### config.mk
export PLATFORM = sky130hd
export DESIGN_NAME = audio_interp64
export DESIGN_NICKNAME = d
export VERILOG_FILES = /design/src/rtl/interp_pkg.sv /design/src/rtl/interp_rate_gen.sv /design/src/rtl/interp_halfband.sv /design/src/rtl/interp_zoh.sv /design/src/rtl/audio_interp64.sv
export SDC_FILE = /design/constraint.sdc
export NUM_CORES = 1
export LEC_CHECK = 0
export ABC_AREA = 1
export CAP_MARGIN = 20
export CELL_PAD_IN_SITES_DETAIL_PLACEMENT = 0
export CELL_PAD_IN_SITES_GLOBAL_PLACEMENT = 2
export CORE_MARGIN = 2
export CORE_UTILIZATION = 43
export CTS_CLUSTER_DIAMETER = 30
export CTS_CLUSTER_SIZE = 14
export DETAILED_ROUTE_END_ITERATION = 8
export GPL_TIMING_DRIVEN = 0
export PLACE_DENSITY_LB_ADDON = 0.1
export SYNTH_ARGS = -nofsm -noshare
export SYNTH_HDL_FRONTEND = slang
export SYNTH_SLANG_ARGS = --single-unit
### constraint.sdc
create_clock -name clk -period 29.9 [get_ports clk]
set_input_delay 4.485 -clock clk [delete_from_list [all_inputs] [get_ports clk]]
set_output_delay 4.485 -clock clk [all_outputs]
set_load 0.02 [all_outputs]
### src/rtl/interp_pkg.sv
`timescale 1ns/1ps
// Package: shared constants and coefficient storage for the interpolator.
// Assumes coefficients are scaled by 2**COEF_FRAC and listed outer to inner
// for one half of each symmetric odd-tap set.
package interp_pkg;
    localparam int COEF_FRAC = 10;
    localparam int COEF_W    = 12;
    localparam int HB1_HALF  = 3;
    localparam int HB2_HALF  = 2;

    // Return one half-side coefficient of the selected halfband stage.
    function automatic int hb_coef(input int sel, input int idx);
        int c;
        c = 0;
        if (sel == 1) begin
            case (idx)
                0: c = 12;
                1: c = -66;
                2: c = 566;
                default: c = 0;
            endcase
        end else begin
            case (idx)
                0: c = -32;
                1: c = 544;
                default: c = 0;
            endcase
        end
        return c;
    endfunction
endpackage

### src/rtl/interp_rate_gen.sv
`timescale 1ns/1ps
// Module: interp_rate_gen
// Produces the 64x, 4x, 2x and 1x strobes from nested free-running counters.
// Assumes CLK_PER_OUT >= 1 and REPEAT >= 2. Every strobe is high in the cycle
// where all inner counters are zero, so the slower strobes coincide with faster ones.
module interp_rate_gen #(
    parameter int CLK_PER_OUT = 16,
    parameter int REPEAT      = 16
) (
    input  logic clk,
    input  logic rst_n,
    output logic t_out,
    output logic t_quad,
    output logic t_dbl,
    output logic t_base
);
    localparam int OW = (CLK_PER_OUT > 1) ? $clog2(CLK_PER_OUT) : 1;
    localparam int RW = (REPEAT > 1) ? $clog2(REPEAT) : 1;
    localparam logic [OW-1:0] O_LAST = OW'(CLK_PER_OUT - 1);
    localparam logic [RW-1:0] R_LAST = RW'(REPEAT - 1);

    logic [OW-1:0] c_out;
    logic [RW-1:0] c_rep;
    logic [1:0]    c_q;

    // Advance the clock-per-word, repeat and quarter counters as one chain.
    always_ff @(posedge clk) begin
        if (!rst_n) begin
            c_out <= '0;
            c_rep <= '0;
            c_q   <= '0;
        end else if (c_out == O_LAST) begin
            c_out <= '0;
            if (c_rep == R_LAST) begin
                c_rep <= '0;
                c_q   <= c_q + 2'd1;
            end else begin
                c_rep <= c_rep + RW'(1);
            end
        end else begin
            c_out <= c_out + OW'(1);
        end
    end

    // Decode the four strobes from the counter state.
    always_comb begin
        t_out  = (c_out == '0);
        t_quad = t_out && (c_rep == '0);
        t_dbl  = t_quad && !c_q[0];
        t_base = t_quad && (c_q == 2'd0);
    end

    // the base tick never lasts two cycles.
    assert_tick_gap_R2: assert property (@(posedge clk) disable iff (!rst_n)
        t_base |=> !t_base);
endmodule

### src/rtl/interp_halfband.sv
`timescale 1ns/1ps
// Module: interp_halfband
// Two-phase polyphase halfband interpolator. The even phase shifts din into the
// delay line and outputs the rounded, saturated odd-tap FIR over the line held
// before the shift. The odd phase outputs line[HALF] unchanged (centre tap).
// Assumes stb arrives at twice the rate of the upstream stage.
module interp_halfband #(
    parameter int DATA_W = 18,
    parameter int HALF   = 3,
    parameter int SEL    = 1
) (
    input  logic                     clk,
    input  logic                     rst_n,
    input  logic                     stb,
    input  logic signed [DATA_W-1:0] din,
    output logic signed [DATA_W-1:0] dout
);
    import interp_pkg::*;

    localparam int TAPS  = 2 * HALF;
    localparam int PRE_W = DATA_W + 1;
    localparam int PRD_W = PRE_W + COEF_W;
    localparam int ACC_W = PRD_W + $clog2(HALF) + 1;
    localparam logic signed [ACC_W-1:0] MAXV = {{(ACC_W-DATA_W+1){1'b0}}, {(DATA_W-1){1'b1}}};
    localparam logic signed [ACC_W-1:0] MINV = {{(ACC_W-DATA_W+1){1'b1}}, {(DATA_W-1){1'b0}}};
    localparam logic signed [ACC_W-1:0] RND  = ACC_W'(1) <<< (COEF_FRAC - 1);

    logic signed [DATA_W-1:0] line [TAPS];
    logic signed [PRD_W-1:0]  prod [HALF];
    logic signed [ACC_W-1:0]  acc;
    logic signed [ACC_W-1:0]  rsh;
    logic signed [DATA_W-1:0] fir_q;
    logic                     phase;

    // One pre-added mirrored pair and its multiply per half-side coefficient.
    for (genvar p = 0; p < HALF; p++) begin : g_pair
        localparam logic signed [COEF_W-1:0] CO = COEF_W'(hb_coef(SEL, p));
        logic signed [PRE_W-1:0] pre;
        always_comb begin
            pre     = {line[p][DATA_W-1], line[p]} + {line[TAPS-1-p][DATA_W-1], line[TAPS-1-p]};
            prod[p] = pre * CO;
        end
    end

    // Sum the pair products, round half up, and clamp to the data width.
    always_comb begin
        acc = '0;
        for (int i = 0; i < HALF; i++) begin
            acc = acc + ACC_W'(prod[i]);
        end
        rsh = (acc + RND) >>> COEF_FRAC;
        if (rsh > MAXV) begin
            fir_q = MAXV[DATA_W-1:0];
        end else if (rsh < MINV) begin
            fir_q = MINV[DATA_W-1:0];
        end else begin
            fir_q = rsh[DATA_W-1:0];
        end
    end

    // Alternate between the FIR phase (with shift) and the centre-tap phase.
    always_ff @(posedge clk) begin
        if (!rst_n) begin
            phase <= 1'b0;
            dout  <= '0;
            for (int i = 0; i < TAPS; i++) begin
                line[i] <= '0;
            end
        end else if (stb) begin
            phase <= ~phase;
            if (!phase) begin
                dout    <= fir_q;
                line[0] <= din;
                for (int i = 1; i < TAPS; i++) begin
                    line[i] <= line[i-1];
                end
            end else begin
                dout <= line[HALF];
            end
        end
    end

    // a stage output moves only on its own strobe.
    assert_hb_hold_R3: assert property (@(posedge clk) disable iff (!rst_n)
        !stb |=> $stable(dout));
endmodule

### src/rtl/interp_zoh.sv
`timescale 1ns/1ps
// Module: interp_zoh
// Sample-repeat stage. It copies the second-stage output on every 64x strobe
// and flags the new word for one cycle. The repeat count comes from the strobe
// ratio, so no counter is needed here.
module interp_zoh #(
    parameter int DATA_W = 18
) (
    input  logic                     clk,
    input  logic                     rst_n,
    input  logic                     stb,
    input  logic signed [DATA_W-1:0] din,
    output logic signed [DATA_W-1:0] dout,
    output logic                     dval
);
    // Load the held word and raise the valid flag for one cycle.
    always_ff @(posedge clk) begin
        if (!rst_n) begin
            dout <= '0;
            dval <= 1'b0;
        end else begin
            dval <= stb;
            if (stb) begin
                dout <= din;
            end
        end
    end

    // the output word is held between strobes.
    assert_zoh_hold_R5: assert property (@(posedge clk) disable iff (!rst_n)
        !stb |=> $stable(dout));
endmodule

### src/rtl/audio_interp64.sv
`timescale 1ns/1ps
// Module: audio_interp64
// Top of the 64x interpolator. It captures the input on the base tick and chains
// the sharp halfband, the relaxed halfband and the zero-order hold. Every stage
// reads the registered output of the stage before it.
// Assumes pcm_in is valid during every smp_tick cycle.
module audio_interp64 #(
    parameter int DATA_W      = 18,
    parameter int CLK_PER_OUT = 16,
    parameter int REPEAT      = 16
) (
    input  logic                     clk,
    input  logic                     rst_n,
    input  logic signed [DATA_W-1:0] pcm_in,
    output logic                     smp_tick,
    output logic signed [DATA_W-1:0] pcm_out,
    output logic                     out_stb
);
    import interp_pkg::*;

    logic t_out, t_quad, t_dbl, t_base;
    logic signed [DATA_W-1:0] x_in;
    logic signed [DATA_W-1:0] y1;
    logic signed [DATA_W-1:0] y2;

    interp_rate_gen #(.CLK_PER_OUT(CLK_PER_OUT), .REPEAT(REPEAT)) u_rates (
        .clk(clk), .rst_n(rst_n),
        .t_out(t_out), .t_quad(t_quad), .t_dbl(t_dbl), .t_base(t_base)
    );

    assign smp_tick = t_base;

    // Capture the base-rate input sample at the end of the tick cycle.
    always_ff @(posedge clk) begin
        if (!rst_n) begin
            x_in <= '0;
        end else if (t_base) begin
            x_in <= pcm_in;
        end
    end

    interp_halfband #(.DATA_W(DATA_W), .HALF(HB1_HALF), .SEL(1)) u_hb_sharp (
        .clk(clk), .rst_n(rst_n), .stb(t_dbl), .din(x_in), .dout(y1)
    );

    interp_halfband #(.DATA_W(DATA_W), .HALF(HB2_HALF), .SEL(2)) u_hb_soft (
        .clk(clk), .rst_n(rst_n), .stb(t_quad), .din(y1), .dout(y2)
    );

    interp_zoh #(.DATA_W(DATA_W)) u_hold (
        .clk(clk), .rst_n(rst_n), .stb(t_out), .din(y2), .dout(pcm_out), .dval(out_stb)
    );

    // reset clears the output word and its strobe.
    assert_reset_clear_R1: assert property (@(posedge clk)
        !rst_n |=> (pcm_out == '0 && !out_stb));

    // with more than one clock per word, the strobe is a single-cycle pulse.
    if (CLK_PER_OUT > 1) begin : g_stb_chk
        assert_stb_gap_R2: assert property (@(posedge clk) disable iff (!rst_n)
            out_stb |=> !out_stb);
    end
endmodule

==> results of run 1 <==
-- cell families after synthesis --
logic type,count (synthesis),share of synthesized area
AOI/OAI and AO/OA,554,0.1064
buffers and inverters,866,0.1118
adders and majority gates,569,0.2782
and+or+nand+nor,1331,0.1951
DFF,265,0.2417
other,1,0.0001276
xor gates and xnor gates,223,0.06669
-- final cells by class --
type | count | area [um2]
flip-flops and latches | 265 | 7107
clock inverters | 31 | 374.1
well taps | 873 | 1092
fillers | 6722 | 34580
multi-input cells | 2678 | 19030
plain buffers | 52 | 230.2
inverters | 814 | 3055
clock buffers | 68 | 1424
repair buffers | 46 | 505.5
-- per-layer routing --
metal | vias to the layer above | share of wire | GRT usage
met1 | 11230 | 0.50 | 0.3406
met2 | 405 | 0.44 | 0.3811
met3 | 93 | 0.041 | 0.02981
met4 | 0 | 0.023 | 0.05360
met5 | - | 0 | 0
li1 | 12390 | - | -
-- sequential cells by signal (all words and copies together) (netlist names) --
register,cells
u_hb_sharp.phase,1
u_hb_sharp.line,108
u_hb_sharp.dout,18
u_hb_soft.phase,1
u_hold.dval,1
x_in,18
u_rates.c_q,2
u_rates.c_rep,4
u_hold.dout,18
u_hb_soft.dout,18
u_rates.c_out,4
u_hb_soft.line,72
-- cell usage after synthesis (9+ instances only) --
master,count,share of area
a31oi_1,14,0.0030
inv_1,792,0.10
nand2_1,653,0.083
nor3_1,28,0.0048
ha_1,428,0.18
o21ai_0,115,0.020
o21bai_1,30,0.0077
inv_2,18,0.0023
xor2_1,154,0.046
edfxtp_1,180,0.18
a21oi_1,295,0.050
nand3_1,118,0.020
o31ai_1,9,0.0023
dfxtp_1,85,0.058
nand4_1,39,0.0083
nor2_1,388,0.050
nand3_2,17,0.0058
a21o_1,19,0.0049
o211ai_1,9,0.0023
a21oi_2,11,0.0033
o21ai_1,14,0.0024
clkbuf_1,43,0.0055
xnor2_1,68,0.020
fa_1,141,0.096
nand2_2,40,0.0085
nor2_2,9,0.0019
-- worst register-to-register path, delay by kind of cell (launching register included) --
family | cells | cell delay (ps)
compound gates | 12 | 2270
xor+xnor | 3 | 1590
fa+ha+maj | 8 | 3550
buf+inv | 4 | 340
flops | 1 | 420
simple gates | 20 | 2400
-- per-stage QoR --
step             util  hold WS, ps  instance area [um2]  cells
4_1_cts        0.4868        459.8                32810   4826
5_1_grt        0.4869        468.8                32820   4827
2_1_floorplan       -        429.6                29400   3809
3_5_place_dp   0.4601        450.4                31010   4727
3_3_place_gp   0.4582        441.5                30880   4721
6_report       0.4869        455.5                32820   4827
-- final timing paths --
check	to	depth (start not counted)	slack [ps]	startpoint
worst max-delay path	u_hb_sharp.dout[15]	47	19200	u_hb_sharp.line[4][2]
worst min-delay path	x_in[8]	2	460	x_in[8]
worst max register to register	u_hb_sharp.dout[15]	47	19200	u_hb_sharp.line[4][2]
worst min register to register	x_in[8]	2	460	x_in[8]
==> impl_metrics.xml, run 1 <==
<?xml version="1.0" encoding="UTF-8"?>
<metrics>
  <group name="timing">
    <metric name="finalMaxSlewViolations" unit="">0</metric>
    <metric name="skew" unit="ps">41.01</metric>
    <metric name="tightestPinTransition" unit="ps">990.7</metric>
    <metric name="worst_slack" unit="ps">19200</metric>
    <metric name="setup-tns-final" unit="ps">0</metric>
    <metric name="report.final.hold_viol_count" unit="">0</metric>
    <metric name="final.min_clock_period" unit="ps">10700</metric>
    <metric name="setup_viol_count_final" unit="">0</metric>
    <metric name="period_share" unit="">0.3578</metric>
    <metric name="unrepaired_setup_endpoints_after_global_routing" unit="">false</metric>
    <metric name="slew-limit-headroom" unit="">0.3348</metric>
    <metric name="max_freq" unit="GHz">0.09348</metric>
  </group>
  <group name="floorplan">
    <metric name="start_util" unit="">0.4362</metric>
    <metric name="die_height" unit="um">265.5</metric>
    <metric name="floorplan.die_area" unit="um2">70470</metric>
    <metric name="fp.dieW" unit="um">265.5</metric>
    <metric name="top_level_ports" unit="">40</metric>
    <metric name="core_region_area" unit="um2">67400</metric>
    <metric name="std_cell_rows" unit="">95</metric>
  </group>
  <group name="clocking">
    <metric name="clk_pin_slew_worst_paths" unit="ps">50</metric>
    <metric name="cts.root.buffer_cell" unit="">clkbuf_16</metric>
    <metric name="numCtsBuffers" unit="">53</metric>
    <metric name="cts-root-to-sink-buffers" unit="">3</metric>
    <metric name="buffer_count_from_post_cts_setup_fixing" unit="">0</metric>
    <metric name="cts_num_sinks" unit="">265</metric>
    <metric name="insertion_delay_to_the_later_sink_of_the_worst_skew_pair" unit="ps">570</metric>
    <metric name="cts_hold_repair.buffers" unit="">0</metric>
    <metric name="cts_resized" unit="">0</metric>
    <metric name="ctsHtreeMaxLevel" unit="">2</metric>
    <metric name="cts_tree" unit="">yes</metric>
  </group>
  <group name="setup_path">
    <metric name="wp_data_required" unit="ps">30290</metric>
    <metric name="critPathSlowestCell" unit="">xor2_1</metric>
    <metric name="crit_top_cell" unit="">nand2_1</metric>
    <metric name="start_kind" unit="">flop</metric>
    <metric name="worstPathArrival" unit="ps">11090</metric>
    <metric name="crit_path_max_fanout" unit="">10</metric>
    <metric name="critical_path_max_stage_delay" unit="ps">800</metric>
    <metric name="cp_top_family" unit="">adder cells</metric>
    <metric name="setup.worst_path.end_class" unit="">flop</metric>
    <metric name="path_class" unit="">flop to flop</metric>
    <metric name="worst-path-buf-inv" unit="">4</metric>
  </group>
  <group name="detailed_routing">
    <metric name="finalWirelength" unit="mm">83.35</metric>
    <metric name="drtPass1Iterations" unit="">5</metric>
    <metric name="antenna_violating_nets_post_route" unit="">0</metric>
    <metric name="drt_iter0_drc" unit="">1255</metric>
    <metric name="remaining_drc_errors" unit="">0</metric>
    <metric name="avgRoutedWirePerCell" unit="um">17.27</metric>
    <metric name="vias" unit="">24110</metric>
    <metric name="post_drt_via_cell_ratio" unit="">4.995</metric>
  </group>
  <group name="layout">
    <metric name="commonest_cells_after_routing_fill_and_taps_aside" unit="">inv_1, nand2_1, ha_1</metric>
    <metric name="mostFrequentLayoutCell" unit="">inv_1</metric>
    <metric name="area_growth_syn_to_layout" unit="%">11.63</metric>
    <metric name="num_antenna_cells" unit="">0</metric>
    <metric name="layout-drive-gt1-share" unit="">0.05817</metric>
    <metric name="finish.net_count" unit="">4499</metric>
  </group>
  <group name="place">
    <metric name="place_congestion" unit="">0.9081</metric>
    <metric name="dp.final_hpwl" unit="mm">72.28</metric>
    <metric name="preCtsSetupSlack" unit="ps">19240</metric>
    <metric name="port_buffers" unit="">39</metric>
  </group>
  <group name="global_routing">
    <metric name="first_pass_grt_wire_length" unit="mm">131.1</metric>
    <metric name="grt_usage" unit="">0.2375</metric>
    <metric name="grt_start_max_net_pins" unit="">34</metric>
    <metric name="initial_antenna_violation_count" unit="">0</metric>
    <metric name="via_count_of_the_first_global_routing_pass" unit="">23940</metric>
    <metric name="gr-total-overflow" unit="">0</metric>
  </group>
  <group name="logic_synthesis">
    <metric name="synth_fp_nets" unit="">4398</metric>
    <metric name="ys_seq_elements" unit="">265</metric>
    <metric name="syn_inst" unit="">3809</metric>
    <metric name="count_of_flip_flops_with_a_built_in_enable_after_synthesis" unit="">180</metric>
    <metric name="synth_cell_types" unit="">66</metric>
    <metric name="yosys_most_used_dff" unit="">edfxtp_1</metric>
    <metric name="cell_area_after_synthesis" unit="um2">29400</metric>
    <metric name="seq_area_frac_synth" unit="">0.2417</metric>
    <metric name="async_reset_ff_frac" unit="">0</metric>
    <metric name="syn_avg_cell_area" unit="um2">7.718</metric>
    <metric name="synth_warn" unit="">0</metric>
  </group>
  <group name="outcome">
    <metric name="run_status" unit="">completed</metric>
  </group>
  <group name="hold_path">
    <metric name="holdCritPathClass" unit="">flop to flop</metric>
  </group>
  <group name="flow_run">
    <metric name="drv.max_cap_violation_count" unit="">0</metric>
  </group>
</metrics>
Power of run 1 is not shown: default switching activity piles up to over one toggle a cycle in this logic, so the estimate is an artifact.
==> run 2, diff against run 1 <==
--- a/config.mk
+++ b/config.mk
@@ -10,7 +10,7 @@
 export CELL_PAD_IN_SITES_DETAIL_PLACEMENT = 0
 export CELL_PAD_IN_SITES_GLOBAL_PLACEMENT = 2
 export CORE_MARGIN = 2
-export CORE_UTILIZATION = 43
+export CORE_UTILIZATION = 39
 export CTS_CLUSTER_DIAMETER = 30
 export CTS_CLUSTER_SIZE = 14
 export DETAILED_ROUTE_END_ITERATION = 8
==> constraint.sdc (replaced) <==
create_clock -name clk -period 9.9 [get_ports clk]
set_input_delay 1.485 -clock clk [delete_from_list [all_inputs] [get_ports clk]]
set_output_delay 1.485 -clock clk [all_outputs]
set_load 0.02 [all_outputs]
==> impl_metrics.xml, run 2 (synthesis results as in run 1) <==
<?xml version="1.0" encoding="UTF-8"?>
<metrics>
  <group name="floorplan">
    <metric name="floorplan.die_area" unit="um2">77590</metric>
    <metric name="die_height" unit="um">278.6</metric>
    <metric name="fp.dieW" unit="um">278.6</metric>
    <metric name="core_region_area" unit="um2">74570</metric>
    <metric name="start_util" unit="">0.3942</metric>
    <metric name="std_cell_rows" unit="">100</metric>
    <metric name="top_level_ports" unit="">40</metric>
  </group>
  <group name="detailed_routing">
    <metric name="drt_iter0_drc" unit="">1254</metric>
    <metric name="antenna_violating_nets_post_route" unit="">0</metric>
    <metric name="vias" unit="">23810</metric>
    <metric name="finalWirelength" unit="mm">85.43</metric>
    <metric name="avgRoutedWirePerCell" unit="um">17.22</metric>
    <metric name="drtPass1Iterations" unit="">6</metric>
    <metric name="post_drt_via_cell_ratio" unit="">4.800</metric>
    <metric name="remaining_drc_errors" unit="">0</metric>
  </group>
  <group name="clocking">
    <metric name="cts_num_sinks" unit="">265</metric>
    <metric name="clk_pin_slew_worst_paths" unit="ps">60</metric>
    <metric name="cts-root-to-sink-buffers" unit="">3</metric>
    <metric name="insertion_delay_to_the_later_sink_of_the_worst_skew_pair" unit="ps">560</metric>
    <metric name="ctsHtreeMaxLevel" unit="">2</metric>
    <metric name="cts_tree" unit="">yes</metric>
    <metric name="cts.root.buffer_cell" unit="">clkbuf_16</metric>
    <metric name="cts_hold_repair.buffers" unit="">0</metric>
    <metric name="numCtsBuffers" unit="">47</metric>
  </group>
  <group name="setup_path">
    <metric name="critical_path.endpoint" unit="">u_hb_sharp.dout[14]</metric>
    <metric name="critical_path_max_stage_delay" unit="ps">550</metric>
    <metric name="critPathLaunch" unit="">u_hb_sharp.line[4][2]</metric>
    <metric name="worstPathArrival" unit="ps">9740</metric>
    <metric name="wp_data_required" unit="ps">10280</metric>
    <metric name="critPathSlowestCell" unit="">fa_1</metric>
    <metric name="timing.reg2reg.worst_path_depth" unit="">49</metric>
    <metric name="setup.worst_path.end_class" unit="">flop</metric>
    <metric name="path_class" unit="">flop to flop</metric>
    <metric name="reg2reg_setup_slack" unit="ps">550</metric>
    <metric name="r2r-start" unit="">u_hb_sharp.line[4][2]</metric>
    <metric name="start_kind" unit="">flop</metric>
    <metric name="crit_top_cell" unit="">nand2_1</metric>
    <metric name="r2r-end" unit="">u_hb_sharp.dout[14]</metric>
    <metric name="crit_path_max_fanout" unit="">6</metric>
  </group>
  <group name="global_routing">
    <metric name="grt_start_max_net_pins" unit="">32</metric>
    <metric name="first_pass_grt_wire_length" unit="mm">133.2</metric>
    <metric name="grt_usage" unit="">0.2210</metric>
    <metric name="initial_antenna_violation_count" unit="">0</metric>
    <metric name="gr-total-overflow" unit="">0</metric>
    <metric name="via_count_of_the_first_global_routing_pass" unit="">23560</metric>
  </group>
  <group name="layout">
    <metric name="finish.instance_area" unit="um2">34140</metric>
    <metric name="biggestRegsByFlops" unit="">u_hb_sharp.line (108), u_hb_soft.line (72)</metric>
    <metric name="commonest_cells_after_routing_fill_and_taps_aside" unit="">inv_1, nand2_1, ha_1</metric>
    <metric name="area_growth_syn_to_layout" unit="%">16.12</metric>
    <metric name="area.sequential" unit="um2">7107</metric>
    <metric name="num-fill-cells" unit="">7693</metric>
    <metric name="largest-register" unit="">u_hb_sharp.line</metric>
    <metric name="layout-drive-gt1-share" unit="">0.1055</metric>
    <metric name="number_of_flip_flops_under_the_largest_register_name" unit="">108</metric>
    <metric name="final_standard_cell_utilization_of_the_core" unit="">0.4578</metric>
    <metric name="finish.net_count" unit="">4542</metric>
    <metric name="num_antenna_cells" unit="">0</metric>
    <metric name="mostFrequentLayoutCell" unit="">inv_1</metric>
    <metric name="instances_no_fill" unit="">4961</metric>
    <metric name="multi_input_area" unit="um2">19970</metric>
  </group>
  <group name="place">
    <metric name="place_congestion" unit="">0.8578</metric>
    <metric name="detailed_place.area" unit="um2">31170</metric>
    <metric name="dp_cells" unit="">4825</metric>
    <metric name="port_buffers" unit="">39</metric>
    <metric name="dp.final_hpwl" unit="mm">73.12</metric>
  </group>
  <group name="timing">
    <metric name="setup_viol_count_final" unit="">0</metric>
    <metric name="tightestPinTransition" unit="ps">844.4</metric>
    <metric name="finalMaxSlewViolations" unit="">0</metric>
    <metric name="max_freq" unit="GHz">0.1069</metric>
    <metric name="skew" unit="ps">37.33</metric>
    <metric name="slew-limit-headroom" unit="">0.4371</metric>
    <metric name="final.min_clock_period" unit="ps">9354</metric>
    <metric name="timing.hold.ws" unit="ps">452.7</metric>
    <metric name="period_share" unit="">0.9448</metric>
    <metric name="report.final.hold_viol_count" unit="">0</metric>
  </group>
  <group name="flow_run">
    <metric name="drv.max_cap_violation_count" unit="">0</metric>
  </group>
  <group name="hold_path">
    <metric name="holdCritPathClass" unit="">flop to flop</metric>
  </group>
  <group name="outcome">
    <metric name="run_status" unit="">completed</metric>
  </group>
</metrics>
## run 2: cell types whose count changed in the layout (fill, tap and decap cells not counted), sizes merged
| cell | previous run | this run |
|---|---|---|
| clkinvlp | 5 | 7 |
| bufinv | 5 | 3 |
| clkbuf | 112 | 98 |
| inv | 819 | 821 |
| clkinv | 16 | 17 |
| buf | 15 | 64 |
## run 2: repair_timing
action | CTS | global route
buffers inserted | 18 | 30
pin swaps | 12 | 36
gates cloned | 0 | 1
endpoints found under the setup margin | 18 | 18
gates resized for setup | 67 | 127
## run 2: layer usage
| metal | global-route usage | up-vias | part of all wire |
|---|---|---|---|
| li1 | - | 12460 | - |
| met1 | 0.3272 | 10950 | 0.51 |
| met2 | 0.3537 | 325 | 0.44 |
| met3 | 0.02426 | 72 | 0.036 |
| met4 | 0.03047 | 0 | 0.014 |
| met5 | 0 | - | 0 |
## run 2: how the worst min path moves through the flow
stage / from / end / slack (ps) / depth (start not counted)
6_report: x_in[9] / x_in[9] / 450 / 2
5_1_grt: x_in[9] / x_in[9] / 470 / 2
4_1_cts: x_in[11] / x_in[11] / 460 / 2
3_5_place_dp: x_in[13] / x_in[13] / 450 / 2
3_3_place_gp: x_in[11] / x_in[11] / 440 / 2
2_1_floorplan: u_rates.c_out[0] / u_rates.c_out[0] / 430 / 1
## run 2: worst max-delay path: cells and delay by family, from the launching register on
family	cells	cell delay, ps
adders and majority gates	8	3270
DFF	1	470
and+or+nand+nor	19	2070
buffers and inverters	6	610
xor gates and xnor gates	3	760
AOI/OAI and AO/OA	13	1980
## run 2: area by class of cell
class / instances / share of cell area
inverters: 814 / 0.08962
well taps: 969 / 0.03552
flip-flops and latches: 265 / 0.2082
repair buffers: 96 / 0.02738
multi-input cells: 2678 / 0.5850
plain buffers: 51 / 0.006744
clock inverters: 34 / 0.01052
clock buffers: 54 / 0.03702
## run 2: through the flow
stage	setup slack, ps	setup TNS [ps]
after detailed placement	-961.3	-15080
after floorplan	263.8	0
final	546.5	0
after global routing	-21.99	-107.0
after global placement	-3675	-421620
after CTS	4.409	0
Power of run 2 is left out for the same reason.
==> run 3, diff against run 2 <==
--- a/config.mk
+++ b/config.mk
@@ -11,7 +11,7 @@
 export CELL_PAD_IN_SITES_GLOBAL_PLACEMENT = 2
 export CORE_MARGIN = 2
 export CORE_UTILIZATION = 39
-export CTS_CLUSTER_DIAMETER = 30
+export CTS_CLUSTER_DIAMETER = 50
 export CTS_CLUSTER_SIZE = 14
 export DETAILED_ROUTE_END_ITERATION = 8
 export GPL_TIMING_DRIVEN = 0
==> impl_metrics.xml, run 3 (synthesis results as in run 1) <==
<?xml version="1.0" encoding="UTF-8"?>
<metrics>
  <group name="hold_path">
    <metric name="holdCritPathClass" unit="">flop to flop</metric>
    <metric name="min_path_cells" unit="">2</metric>
  </group>
  <group name="floorplan">
    <metric name="fp.dieW" unit="um">278.6</metric>
    <metric name="std_cell_rows" unit="">100</metric>
    <metric name="start_util" unit="">0.3942</metric>
    <metric name="die_height" unit="um">278.6</metric>
    <metric name="top_level_ports" unit="">40</metric>
    <metric name="floorplan.die_area" unit="um2">77590</metric>
    <metric name="core_region_area" unit="um2">74570</metric>
  </group>
  <group name="clocking">
    <metric name="clk_pin_slew_worst_paths" unit="ps">70</metric>
    <metric name="cts_num_sinks" unit="">265</metric>
    <metric name="cts_tree" unit="">yes</metric>
    <metric name="numCtsBuffers" unit="">25</metric>
    <metric name="cts.root.buffer_cell" unit="">clkbuf_16</metric>
    <metric name="insertion_delay_to_the_later_sink_of_the_worst_skew_pair" unit="ps">560</metric>
    <metric name="cts_hold_repair.buffers" unit="">0</metric>
    <metric name="ctsHtreeMaxLevel" unit="">1</metric>
    <metric name="cts-root-to-sink-buffers" unit="">3</metric>
  </group>
  <group name="setup_path">
    <metric name="crit_top_cell" unit="">inv_1</metric>
    <metric name="wp_data_required" unit="ps">10370</metric>
    <metric name="critPathSlowestCell" unit="">fa_1</metric>
    <metric name="timing.reg2reg.worst_path_depth" unit="">48</metric>
    <metric name="setup.worst_path.end_class" unit="">flop</metric>
    <metric name="worstPathArrival" unit="ps">9780</metric>
    <metric name="crit_path_max_fanout" unit="">10</metric>
    <metric name="start_kind" unit="">flop</metric>
    <metric name="critical_path_max_stage_delay" unit="ps">580</metric>
    <metric name="path_class" unit="">flop to flop</metric>
  </group>
  <group name="timing">
    <metric name="finalMaxSlewViolations" unit="">0</metric>
    <metric name="period_share" unit="">0.9404</metric>
    <metric name="max_freq" unit="GHz">0.1074</metric>
    <metric name="skew" unit="ps">26.36</metric>
    <metric name="report.final.hold_viol_count" unit="">0</metric>
    <metric name="slew-limit-headroom" unit="">0.4381</metric>
    <metric name="final.min_clock_period" unit="ps">9310</metric>
    <metric name="setup_viol_count_final" unit="">0</metric>
    <metric name="tightestPinTransition" unit="ps">842.9</metric>
  </group>
  <group name="global_routing">
    <metric name="global_route.usage.met2" unit="">0.3523</metric>
    <metric name="top_usage_layer" unit="">met2</metric>
    <metric name="initial_antenna_violation_count" unit="">0</metric>
    <metric name="groute.layer.met1.usage" unit="">0.3285</metric>
    <metric name="gr-total-overflow" unit="">0</metric>
    <metric name="grt_usage" unit="">0.2198</metric>
    <metric name="via_count_of_the_first_global_routing_pass" unit="">23350</metric>
    <metric name="grt.met3_usage" unit="">0.02057</metric>
    <metric name="first_pass_grt_wire_length" unit="mm">132.6</metric>
    <metric name="grt_start_max_net_pins" unit="">32</metric>
  </group>
  <group name="layout">
    <metric name="commonest_cells_after_routing_fill_and_taps_aside" unit="">inv_1, nand2_1, ha_1</metric>
    <metric name="number_of_flip_flops_under_the_largest_register_name" unit="">108</metric>
    <metric name="finish.net_count" unit="">4515</metric>
    <metric name="num_antenna_cells" unit="">0</metric>
    <metric name="instances_no_fill" unit="">4913</metric>
    <metric name="layout-drive-gt1-share" unit="">0.09077</metric>
    <metric name="mostFrequentLayoutCell" unit="">inv_1</metric>
    <metric name="largest-register" unit="">u_hb_sharp.line</metric>
    <metric name="area_growth_syn_to_layout" unit="%">12.90</metric>
    <metric name="finish.instance_area" unit="um2">33190</metric>
    <metric name="num-fill-cells" unit="">7777</metric>
    <metric name="biggestRegsByFlops" unit="">u_hb_sharp.line (108), u_hb_soft.line (72)</metric>
  </group>
  <group name="detailed_routing">
    <metric name="avgRoutedWirePerCell" unit="um">17.28</metric>
    <metric name="drt_iter0_drc" unit="">1309</metric>
    <metric name="drtPass1Iterations" unit="">7</metric>
    <metric name="remaining_drc_errors" unit="">0</metric>
    <metric name="vias" unit="">23580</metric>
    <metric name="finalWirelength" unit="mm">84.92</metric>
    <metric name="antenna_violating_nets_post_route" unit="">0</metric>
    <metric name="post_drt_via_cell_ratio" unit="">4.799</metric>
  </group>
  <group name="place">
    <metric name="port_buffers" unit="">39</metric>
    <metric name="place_congestion" unit="">0.8578</metric>
    <metric name="dp_cells" unit="">4825</metric>
    <metric name="dp.final_hpwl" unit="mm">73.12</metric>
    <metric name="detailed_place.area" unit="um2">31170</metric>
  </group>
  <group name="outcome">
    <metric name="run_status" unit="">completed</metric>
  </group>
  <group name="flow_run">
    <metric name="drv.max_cap_violation_count" unit="">0</metric>
  </group>
</metrics>
-- run 3: cell count changes in the layout (fill, tap and decap cells not counted), sizes merged --
cell and delta:
clkbuf -18, clkinvlp -6, clkinv -9, inv -9
buf -4, bufinv -2
-- run 3: what timing repair did --
action	in CTS	in global routing
endpoints found under the hold margin	0	0
resized for setup	61	119
buffers inserted	17	27
pin swaps	12	20
setup endpoints to repair	18	18
-- run 3: worst paths after layout --
| kind | startpoint | to | slack, ps |
|---|---|---|---|
| worst max-delay path | u_hb_sharp.line[2][3] | u_hb_sharp.dout[12] | 590 |
| worst max register to register | u_hb_sharp.line[2][3] | u_hb_sharp.dout[12] | 590 |
| worst min register to register | x_in[9] | x_in[9] | 460 |
| worst min-delay path | x_in[9] | x_in[9] | 460 |
-- run 3: area by class of cell --
class | instances | area (um2) | share of cell area
buffer | 51 | 230.2 | 0.006936
inverter | 814 | 3059 | 0.09217
tap | 969 | 1212 | 0.03653
sequential | 265 | 7107 | 0.2141
timing repair buffer | 91 | 863.3 | 0.02601
clock buffer | 37 | 690.7 | 0.02081
multi-input combinational | 2678 | 19930 | 0.6005
clock inverter | 8 | 97.59 | 0.002940
-- run 3: metal layers --
layer / wire [um] / up-vias
met5: 0 / -
met3: 2664 / 49
met1: 43900 / 10880
li1: - / 12380
met4: 1046 / 0
met2: 37310 / 275
-- run 3: metrics by stage --
stage	hold slack [ps]	TNS [ps]	setup slack (ps)	utilization
4_1_cts	459.2	0	2.363	0.4350
5_1_grt	474.0	-88.65	-25.58	0.4451
3_3_place_gp	442.9	-421620	-3675	0.4157
2_1_floorplan	429.6	0	263.8	-
3_5_place_dp	448.5	-15080	-961.3	0.4179
6_report	455.1	0	590.5	0.4451
-- run 3: worst max-delay path: cells and delay by family, from the launching register on --
kind            cells  cell delay, ps
compound gates     11            1890
xor+xnor            2             380
fa+ha+maj           8            3540
buf+inv             8             740
flops               1             450
simple gates       19            2230
Power of run 3 is left out for the same reason.
